**config.mk**
```make
export PLATFORM = sky130hd
export DESIGN_NAME = sport_rx_dual
export DESIGN_NICKNAME = d
export VERILOG_FILES = /design/src/rtl/sprx_pkg.sv /design/src/rtl/sprx_rxch.sv /design/src/rtl/sprx_txbuf.sv /design/src/rtl/sport_rx_dual.sv
export SDC_FILE = /design/constraint.sdc
export NUM_CORES = 1
export LEC_CHECK = 0
export ABC_AREA = 1
export BUFFER_PORTS_ARGS = -buffer_cell sky130_fd_sc_hd__buf_2
export CAP_MARGIN = 10
export CORE_MARGIN = 3
export CORE_UTILIZATION = 55
export CTS_BUF_LIST = sky130_fd_sc_hd__clkbuf_8
export DETAILED_ROUTE_END_ITERATION = 8
export PLACE_DENSITY = 0.79
export SETUP_SLACK_MARGIN = 0.02
export SLEW_MARGIN = 20
export SYNTH_ARGS = -nofsm -noshare
export SYNTH_HDL_FRONTEND = slang
export SYNTH_SLANG_ARGS = --single-unit
```
**constraint.sdc**
```tcl
create_clock -name clk -period 2.4 [get_ports clk]
set_input_delay 0.24 -clock clk [delete_from_list [all_inputs] [get_ports clk]]
set_output_delay 0.24 -clock clk [all_outputs]
set_load 0.02 [all_outputs]
```
**src/rtl/sprx_pkg.sv**
```systemverilog
package sprx_pkg;

  // Mu-law code to signed 14-bit linear value (held in 16 bits)
  function automatic logic signed [15:0] ulaw_expand(input logic [7:0] code);
    logic [7:0]  u;
    logic [15:0] seg;
    logic [15:0] mag;
    u   = ~code;
    seg = ({11'd0, u[3:0], 1'b0} + 16'd33) << u[6:4];
    mag = seg - 16'd33;
    return u[7] ? -$signed(mag) : $signed(mag);
  endfunction

endpackage

```
**src/rtl/sprx_rxch.sv**
```systemverilog
module sprx_rxch
  import sprx_pkg::*;
#(
  parameter int W = 32,
  localparam int LW = $clog2(W + 1)
) (
  input  logic          clk,
  input  logic          rst,
  input  logic          en,
  input  logic          tick,
  input  logic          fs_en,
  input  logic          fs,
  input  logic          sd,
  input  logic [LW-1:0] wlen,
  input  logic          exp_on,
  input  logic          rd,
  output logic [W-1:0]  data,
  output logic          valid,
  output logic          ovf
);

  logic [W-1:0]  sh, base, nxt_sh, word;
  logic [LW-1:0] cnt, nxt_cnt, len_c;
  logic          act, start, running, step, done;
  logic signed [15:0] lin;

  // keep the length inside the supported range
  always_comb begin
    if (wlen < LW'(3))      len_c = LW'(3);
    else if (wlen > LW'(W)) len_c = LW'(W);
    else                    len_c = wlen;
  end

  assign start   = fs_en & fs;
  assign running = start | act | ~fs_en;
  assign base    = start ? '0 : sh;
  assign nxt_sh  = {base[W-2:0], sd};
  assign nxt_cnt = start ? LW'(1) : cnt + LW'(1);
  assign step    = en & tick & running;
  assign done    = step & (nxt_cnt == len_c);

  assign lin  = ulaw_expand(nxt_sh[7:0]);
  assign word = exp_on ? W'(lin) : nxt_sh;

  // shift register and bit counter
  always_ff @(posedge clk) begin
    if (rst || !en) begin
      sh  <= '0;
      cnt <= '0;
      act <= 1'b0;
    end else if (step) begin
      if (done) begin
        sh  <= '0;
        cnt <= '0;
        act <= 1'b0;
      end else begin
        sh  <= nxt_sh;
        cnt <= nxt_cnt;
        act <= 1'b1;
      end
    end
  end

  // receive buffer with valid / overflow bookkeeping
  always_ff @(posedge clk) begin
    if (rst) begin
      data  <= '0;
      valid <= 1'b0;
      ovf   <= 1'b0;
    end else if (done) begin
      data  <= word;
      valid <= 1'b1;
      ovf   <= (ovf | valid) & ~rd;
    end else if (rd) begin
      valid <= 1'b0;
      ovf   <= 1'b0;
    end
  end

endmodule

```
**src/rtl/sprx_txbuf.sv**
```systemverilog
module sprx_txbuf #(
  parameter int W     = 32,
  parameter int DEPTH = 4,
  localparam int AW  = $clog2(DEPTH),
  localparam int LVW = $clog2(DEPTH + 1)
) (
  input  logic           clk,
  input  logic           rst,
  input  logic           drain,
  input  logic           wr,
  input  logic [W-1:0]   wdata,
  input  logic           pop,
  output logic [W-1:0]   head,
  output logic [LVW-1:0] level,
  output logic           full,
  output logic           stall
);

  logic [W-1:0]  mem [DEPTH];
  logic [AW-1:0] wp, rp;
  logic          wr_ok, pop_ok;

  assign full   = (level == LVW'(DEPTH));
  assign wr_ok  = wr & ~full;
  assign pop_ok = pop & drain & (level != '0);
  assign stall  = wr & full;
  assign head   = mem[rp];

  always_ff @(posedge clk) begin
    if (wr_ok) mem[wp] <= wdata;
  end

  always_ff @(posedge clk) begin
    if (rst) begin
      wp    <= '0;
      rp    <= '0;
      level <= '0;
    end else begin
      if (wr_ok)  wp <= (wp == AW'(DEPTH - 1)) ? '0 : wp + AW'(1);
      if (pop_ok) rp <= (rp == AW'(DEPTH - 1)) ? '0 : rp + AW'(1);
      case ({wr_ok, pop_ok})
        2'b10:   level <= level + LVW'(1);
        2'b01:   level <= level - LVW'(1);
        default: level <= level;
      endcase
    end
  end

endmodule

```
**src/rtl/sport_rx_dual.sv**
```systemverilog
module sport_rx_dual #(
  parameter int W       = 32,
  parameter int TX_DEPTH = 4,
  localparam int LW  = $clog2(W + 1),
  localparam int LVW = $clog2(TX_DEPTH + 1)
) (
  input  logic           clk,
  input  logic           rst,
  input  logic           dir_tx,
  input  logic           fs_en,
  input  logic           exp_on,
  input  logic [LW-1:0]  wlen,
  input  logic           bit_tick,
  input  logic           fsync,
  input  logic           sd_a,
  input  logic           sd_b,
  input  logic           rd_a,
  input  logic           rd_b,
  output logic [W-1:0]   rxa_data,
  output logic           rxa_valid,
  output logic           rxa_ovf,
  output logic [W-1:0]   rxb_data,
  output logic           rxb_valid,
  output logic           rxb_ovf,
  input  logic [1:0]     tx_wr,
  input  logic [W-1:0]   tx_wdata,
  input  logic [1:0]     tx_pop,
  output logic [W-1:0]   tx_head_a,
  output logic [W-1:0]   tx_head_b,
  output logic [1:0]     tx_full,
  output logic [LVW-1:0] tx_level_a,
  output logic [LVW-1:0] tx_level_b,
  output logic           host_stall
);

  logic rx_on;
  assign rx_on = ~dir_tx;

  // primary channel: decode allowed
  sprx_rxch #(.W(W)) u_rx_a (
    .clk(clk), .rst(rst), .en(rx_on), .tick(bit_tick), .fs_en(fs_en),
    .fs(fsync), .sd(sd_a), .wlen(wlen), .exp_on(exp_on), .rd(rd_a),
    .data(rxa_data), .valid(rxa_valid), .ovf(rxa_ovf)
  );

  // secondary channel: always raw
  sprx_rxch #(.W(W)) u_rx_b (
    .clk(clk), .rst(rst), .en(rx_on), .tick(bit_tick), .fs_en(fs_en),
    .fs(fsync), .sd(sd_b), .wlen(wlen), .exp_on(1'b0), .rd(rd_b),
    .data(rxb_data), .valid(rxb_valid), .ovf(rxb_ovf)
  );

  logic [W-1:0]   head_w  [2];
  logic [LVW-1:0] level_w [2];
  logic [1:0]     stall_w;

  for (genvar c = 0; c < 2; c++) begin : g_tx
    sprx_txbuf #(.W(W), .DEPTH(TX_DEPTH)) u_txbuf (
      .clk(clk), .rst(rst), .drain(dir_tx), .wr(tx_wr[c]),
      .wdata(tx_wdata), .pop(tx_pop[c]), .head(head_w[c]),
      .level(level_w[c]), .full(tx_full[c]), .stall(stall_w[c])
    );
  end

  assign tx_head_a  = head_w[0];
  assign tx_head_b  = head_w[1];
  assign tx_level_a = level_w[0];
  assign tx_level_b = level_w[1];
  assign host_stall = |stall_w;

endmodule

```
==> results.md, run 1 <==
- Run status: completed
- Syn_area_per_cell: approximately 10 µm²
- DP Cell Count: approximately 2.2k
- Post-synthesis cell area: about 0.017 mm²
- CTS sink cnt: approximately 420
- Largest net degree at the start of global routing: 76
- Worst-path cell with the longest stage delay: dfxtp_2
- Final cell count without fillers: around 2.4k
- Period utilization: 95.1%
- Peak supply drop: approximately 0.45 mV
- Die ar.: about 0.033 mm²
- Mapped Nets: about 1.8k
- DRT iter0 DRCs: 1327
- Layout cells sized above 1: between 20% and 30%
- Gate Count Post-Synth: about 1.7k
- Number of fill cells in the layout: 2316
- Final Hold Violating Endpoints: 0
- Reg-to-reg slack, setup: around 120 ps
- Worst Path Required: roughly 2800 ps
- Max-cap viol count: 0
- Routability cong.: roughly 0.90
- H-tree Lvls: 3
- Area grow syn2layout: 20.8%
- Synth top area share: approximately 45%
- Slew at the pin closest to its max-slew limit: around 700 ps
- Crit path launch type: flop
- Yosys warns: 0
- Height of the die: roughly 180 µm
- Yosys top cell by area: edfxtp_1
- Maximum clock frequency: approximately 440 MHz
- Worst Path Arrival: ~2700 ps
- Number of synthesized register bits: between 400 and 500
- WL final: between 40000 and 50000 µm
- CP endpoint kind: flop
- DR pass1 iterations: 5
- Port bufs: just under 200
- Final setup violation count: 0
- Netlist cell types: 49
- Worst slew margin: 54.2%
- Final worst setup slack: between 100 and 150 ps
- Core Region: 0.0307 mm²
- DR vias/cell: ~5.7
- RSZ-0062 raised after global routing: true
- CP Cell Sequence: inv_2, a21oi_4, nand2_1, inv_2, nand2_4, ha_4, inv_2, o21ai_2, nand3_1, nand2_2, nor2_2, nand3_2, nor2_4, nand3_4, nor2_2, nand2_1, nand3_1, nand2_1, nand2_1, a21oi_1
- Setup Crit Path Kind: flop to flop
- Place WS: -4.25 ps
- Max-slew violations: 0
- Final min period: 2280 ps
- Skew-Pair Late Insertion Delay: ~600 ps
- Total Power: 15.9 mW
- Chip Width: between 150 and 200 µm
- Crit path largest cell delay: 340 ps
- Clk buf depth: 3
- Synth top area cells: edfxtp_1 (45%), dfxtp_1 (19%), o21ai_0 (5.5%)
- Leakage power: between 7 and 8 nW
- Most frequent cells in the layout: edfxtp_1 (256), nor2_1 (203), buf_2 (192), o21ai_0 (186), nand2_1 (171)
- # nets final: around 2k
- CTS clk-pin slew, worst paths: ~50 ps
- Detailed-route via count: 13.6k
- CTS tree: done
- Most common cell after layout, fill and taps aside: edfxtp_1
- Total gr overflow: 0
- Initial antenna violation count: 1
- HP Class: primary input to flop
- Min Hold Slack: between 100 and 150 ps
- Number of global-route vias before repair: 13.1k
- DP HPWL: between 20000 and 30000 µm
- Drc violations: 0
- Io pins: between 150 and 200
- PD cells: 765 mW/mm²
- Initial Util: ~56%
- Most used cell, CP: nand2_1
- First-pass GRT wire length: slightly below 70000 µm
- Post-synthesis sequential area ratio: about 63%
- Gr usage total: roughly 25%
- Worst-path maximum fanout: 5
- CTS root buf: clkbuf_8
- Num rows: 64
- Final clock skew: approximately 40 ps
- Placement Cell Area: approximately 0.019 mm²
- Antenna Nets Post-Route: 0
- Inserted Clock Buffers: 68
- Post-route cell area: approximately 0.021 mm²
- DR WL/cell: roughly 18 µm
-- repair_timing --
| action | in CTS | in global routing |
|---|---|---|
| setup buffers | 0 | 5 |
| resized for setup | 4 | 47 |
| endpoints found under the hold margin | 263 | 0 |
| gates cloned | 0 | 1 |
| hold buffers | 36 | 0 |
| pin swaps | 0 | 12 |
| setup endpoints to repair | 16 | 84 |
-- registers in the layout, indices dropped and copies added (netlist names), 4 cells and up, named ones only --
signal / cells
u_rx_b.data: 32
g_tx.u_txbuf.wp: 4
u_rx_b.cnt: 6
g_tx.u_txbuf.level: 6
u_rx_a.cnt: 6
g_tx.u_txbuf.mem: 256
u_rx_a.sh: 31
g_tx.u_txbuf.rp: 4
u_rx_a.data: 32
u_rx_b.sh: 31
-- path summary, 6_finish.rpt --
path / startpoint / end / cells after the start
setup / recovery: u_rx_a.sh[4]$_SDFFE_PP0P_ / u_rx_a.data[12]$_SDFFE_PP0P_ / 20
hold / removal: exp_on / u_rx_a.data[0]$_SDFFE_PP0P_ / 3
setup reg to reg: u_rx_a.sh[4]$_SDFFE_PP0P_ / u_rx_a.data[12]$_SDFFE_PP0P_ / 20
hold reg to reg: u_rx_a.ovf$_SDFFE_PP0P_ / u_rx_a.ovf$_SDFFE_PP0P_ / 2
-- cells by family (layout without fill, tap and decap cells) --
kind of cell	after synthesis	after routing	synth area share, %
adders and majority gates	20	20	1.54
other	0	1	0
DFF	418	418	63.5
and+or+nand+nor	563	563	14.2
AOI/OAI and AO/OA	465	465	15.4
xor gates and xnor gates	7	7	0.356
buffers and inverters	210	516	5.06
-- worst max-delay path: cells and delay by family (launching register included) --
| family | cells | cell delay, ps |
|---|---|---|
| flops | 1 | 340 |
| simple gates | 13 | 1180 |
| compound gates | 3 | 270 |
| fa+ha+maj | 1 | 160 |
| buf+inv | 3 | 190 |
-- metal layers --
metal / wire length [µm] / GRT usage, %
met4: 866 / 7.68
met2: 20900 / 41.0
met5: 13 / 0
met1: 17900 / 33.8
met3: 3740 / 5.63
-- metrics by stage --
| step | utilization, % | setup TNS, ps |
|---|---|---|
| detailed placement | 61.6 | -4.25 |
| global placement | 61.6 | 0 |
| floorplan | - | -63930 |
| CTS | 67.0 | 0 |
| finish | 67.7 | 0 |
| global route | 67.7 | -915 |
-- layout make-up --
type,count,area (µm²),area share (%)
clock buffers,73,1000,4.83
repair buffers,296,2060,9.88
inverters,99,377,1.81
diodes,1,2.50,0.0120
multi-input cells,1055,5650,27.1
flip-flops and latches,418,10900,52.6
clock inverters,48,287,1.38
well taps,396,495,2.38
-- power breakdown --
group / switching, mW / leakage, nW / total [mW] / internal [mW]
logic: 1.41 / 3.58 / 2.03 / 0.614
clock network: 2.88 / 0.738 / 5.87 / 2.99
registers: 0.100 / 3.66 / 8.02 / 7.92
total: 4.40 / 7.98 / 15.9 / 11.5
-- Yosys cell counts (all sizes together) --
cell	count
fa	2
o211a	2
ha	18
nand4	2
nor3b	1
a22o	1
clkbuf	76
o21ai	195
dfxtp	162
o211ai	4
nand2	198
a21oi	135
a31oi	21
xor2	5
clkinv	6
xnor2	2
buf	35
nand3	108
nor4	1
a211oi	4
edfxtp	256
and2	1
o22ai	64
or2	1
nor2	220
nor3	29
o31ai	38
and3	2
o41ai	1
inv	93
Power figures use the tool's default switching activity.
==> run 2, diff against run 1 <==
--- a/config.mk
+++ b/config.mk
@@ -8,11 +8,14 @@
 export ABC_AREA = 1
 export BUFFER_PORTS_ARGS = -buffer_cell sky130_fd_sc_hd__buf_2
 export CAP_MARGIN = 10
+export CELL_PAD_IN_SITES_DETAIL_PLACEMENT = 1
+export CELL_PAD_IN_SITES_GLOBAL_PLACEMENT = 1
+export CORE_ASPECT_RATIO = 2
 export CORE_MARGIN = 3
-export CORE_UTILIZATION = 55
+export CORE_UTILIZATION = 43
 export CTS_BUF_LIST = sky130_fd_sc_hd__clkbuf_8
 export DETAILED_ROUTE_END_ITERATION = 8
-export PLACE_DENSITY = 0.79
+export PLACE_DENSITY = 0.78
 export SETUP_SLACK_MARGIN = 0.02
 export SLEW_MARGIN = 20
 export SYNTH_ARGS = -nofsm -noshare
==> run 2 against run 1 <==
  * Routed wire length is 19% higher
  * Total power is 0.72% lower
  * Non-clock buffer count is 35 higher
  * Flip-flop and latch count stayed put
  * Largest cell class unchanged
==> results.md, run 2 (synthesized netlist as in run 1, its figures left out) <==
- Crit path largest cell delay: 350 ps (about the same)
- DP HPWL: 34100 µm (+31%)
- Clk pwr share: 35.8% (-1.1 points)
- RSZ-0062 raised after global routing: true
- CTS clk-pin slew, worst paths: 70 ps (+20 ps)
- Largest net degree at the start of global routing: 76 (unchanged)
- Final Hold Violating Endpoints: 0 (unchanged)
- Run status: completed
- WL final: 51700 µm (+19%)
- Setup tns final: 0 ps (unchanged)
- Most used cell, CP: nand2_2
- Peak supply drop: 0.449 mV (+0.59%)
- Leakage power: 8.13 nW (+1.8%)
- Initial Util: 43.5% (-12 points)
- Final clock skew: 26.3 ps (-13.4 ps)
- Seq pwr share: 50.7% (+0.3 points)
- Largest regs: g_tx.u_txbuf.mem: 256 flops, u_rx_a.data: 32 flops, u_rx_b.data: 32 flops
- Reg-to-reg slack, setup: 30 ps (-90 ps)
- Switch Pwr: 4.27 mW (-2.8%)
- Slew at the pin closest to its max-slew limit: 713 ps (+25.6 ps)
- Most frequent cells in the layout: edfxtp_1 (256), nor2_1 (199), buf_2 (193), o21ai_0 (185), nand2_1 (168)
- Most common cell after layout, fill and taps aside: edfxtp_1
- DRT iter0 DRCs: 585 (-56%)
- Worst-path cell with the longest stage delay: dfxtp_2
- DR WL/cell: 20.4 µm (+12%)
- Max reg flops: 256 (unchanged)
- DR vias/cell: 5.47 (-4.3%)
- Logic pwr share: 13.5% (+0.8 points)
- Final min period: 2370 ps (+91.4 ps)
- H-tree Lvls: 2 (-1)
- CTS tree: done
- Drc violations: 0 (unchanged)
- Area grow syn2layout: 23.7%
- Worst Path Required: 2860 ps (+30 ps)
- CP endpoint kind: flop
- Clk buf depth: 3 (unchanged)
- P_int: 11.5 mW (about the same)
- CTS sink cnt: 418 (unchanged)
- Routability cong.: 0.852 (-5.7%)
- First-pass GRT wire length: 79700 µm (+17%)
- Worst slew margin: 52.5% (-1.7 points)
- Setup Crit Path Kind: flop to flop
- Io pins: 194 (unchanged)
- HP Class: primary input to flop
- Detailed-route via count: 13.9k (+1.7%)
- CP Cell Sequence: inv_2, a21oi_4, nand3_2, nand2_4, ha_2, o21ai_4, a21oi_2, nand2_2, nand2_4, nand3_1, nand2_2, nand3_4, nor2_4, nand2_2, nand3_2, nand2_1, nand2_1, a21oi_1
- Max-slew violations: 0 (unchanged)
- Util after Layout: 53.8% (-14 points)
- Period utilization: 98.9% (+3.8 points)
- Skew-Pair Late Insertion Delay: 620 ps (+20 ps)
- Initial antenna violation count: 1 (unchanged)
- Maximum clock frequency: 421 MHz (-3.9%)
- Register bank with the most flops: g_tx.u_txbuf.mem
- Worst-path maximum fanout: 6 (+1)
- Antenna Nets Post-Route: 0 (unchanged)
- Core Region: 0.0396 mm² (+29%)
- Total Power: 15.8 mW (-0.72%)
- DR pass1 iterations: 4 (-1)
- Net Sw Frac: 27.0% (-0.58 points)
- Die ar.: 0.0426 mm² (+27%)
- PD cells: 742 mW/mm² (-3.0%)
- Num rows: 103 (+61%)
- Inserted Clock Buffers: 56 (-18%)
- Chip Width: 148 µm (-19%)
- Height of the die: 289 µm (+58%)
- Final cell count without fillers: 2534 (+6.2%)
- Max-cap viol count: 0 (unchanged)
- Total gr overflow: 0 (unchanged)
- # nets final: 2034 (+1.1%)
- Worst Path Arrival: 2840 ps (+120 ps)
- Port bufs: 193 (unchanged)
- Layout cells sized above 1: 24.8% (+2.2 points)
- DP Cell Count: 2383 (+7.2%)
- CTS root buf: clkbuf_8
- Number of global-route vias before repair: 14.7k (+12%)
- Min Hold Slack: 72.9 ps (-27.7 ps)
- Gr usage total: 23.4% (-1.6 points)
- Crit path launch type: flop
- Number of fill cells in the layout: 4342 (+87%)
- Final setup violation count: 0 (unchanged)
-- run 2: changes by cell type in the layout (fill, tap and decap cells not counted), moves of 4 or more --
cell and delta:
buf_12 +4, buf_4 +25, buf_6 +6, bufinv_16 +4, clkbuf_8 -10, clkinv_1 -7, inv_1 -6, nand3_1 -5
nand3_2 +5, nor2_1 -4, nor2_2 +5
-- run 2: layout make-up --
cell class	instances	area (µm²)	share of cell area (%)
antenna	2	5.00	0.0235
clock buffer	63	867	4.07
clock inverter	41	325	1.53
inverter	99	374	1.76
multi-input combinational	1055	5740	26.9
sequential	418	10900	51.4
tap	525	657	3.08
timing repair buffer	331	2390	11.2
-- run 2: critical path: cells and delay by family, from the launching register on --
family                     cells  cell delay, ps
DFF                            1             350
buffers and inverters          1              50
adders and majority gates      1             220
AOI/OAI and AO/OA              4             440
and+or+nand+nor               12            1150
-- run 2: stage by stage --
step | cell area [µm²] | setup slack (ps)
detailed placement | 19400 | -109
finish | 21300 | 27.0
floorplan | 17200 | -290
global placement | 19400 | -45.0
CTS | 21000 | 25.0
global route | 21300 | -135
-- run 2: repair_timing --
item / in CTS / in global routing
hold buffers: 36 / 0
gates cloned: 0 / 1
resized for setup: 12 / 69
setup buffers: 2 / 6
endpoints found under the setup margin: 24 / 127
pin swaps: 3 / 17
hold endpoints to repair: 264 / 0
-- run 2: power by group through the flow --
stage | Combinational [mW] | Sequential, mW | Clock (mW)
2_1_floorplan | 1.13 | 8.18 | 0
6_report | 2.13 | 8.02 | 5.66
3_3_place_gp | 1.99 | 8.14 | 0
5_1_grt | 2.30 | 8.03 | 6.10
4_1_cts | 2.14 | 8.02 | 5.81
3_5_place_dp | 2.08 | 8.17 | 0
-- run 2: path summary, 6_finish.rpt --
path / cells past startpoint / start / to
setup / recovery: 18 / u_rx_a.sh[4]$_SDFFE_PP0P_ / u_rx_a.data[12]$_SDFFE_PP0P_
setup reg to reg: 18 / u_rx_a.sh[4]$_SDFFE_PP0P_ / u_rx_a.data[12]$_SDFFE_PP0P_
hold / removal: 4 / rst / u_rx_a.sh[28]$_SDFFE_PP0P_
hold reg to reg: 2 / u_rx_a.ovf$_SDFFE_PP0P_ / u_rx_a.ovf$_SDFFE_PP0P_
-- run 2: metal layers --
layer | track usage [%] | up-vias | wire (µm)
li1 | - | 6488 | -
met1 | 24.5 | 6922 | 18200
met2 | 46.6 | 357 | 29600
met3 | 3.49 | 89 | 2340
met4 | 8.52 | 0 | 1530
met5 | 0 | - | 0
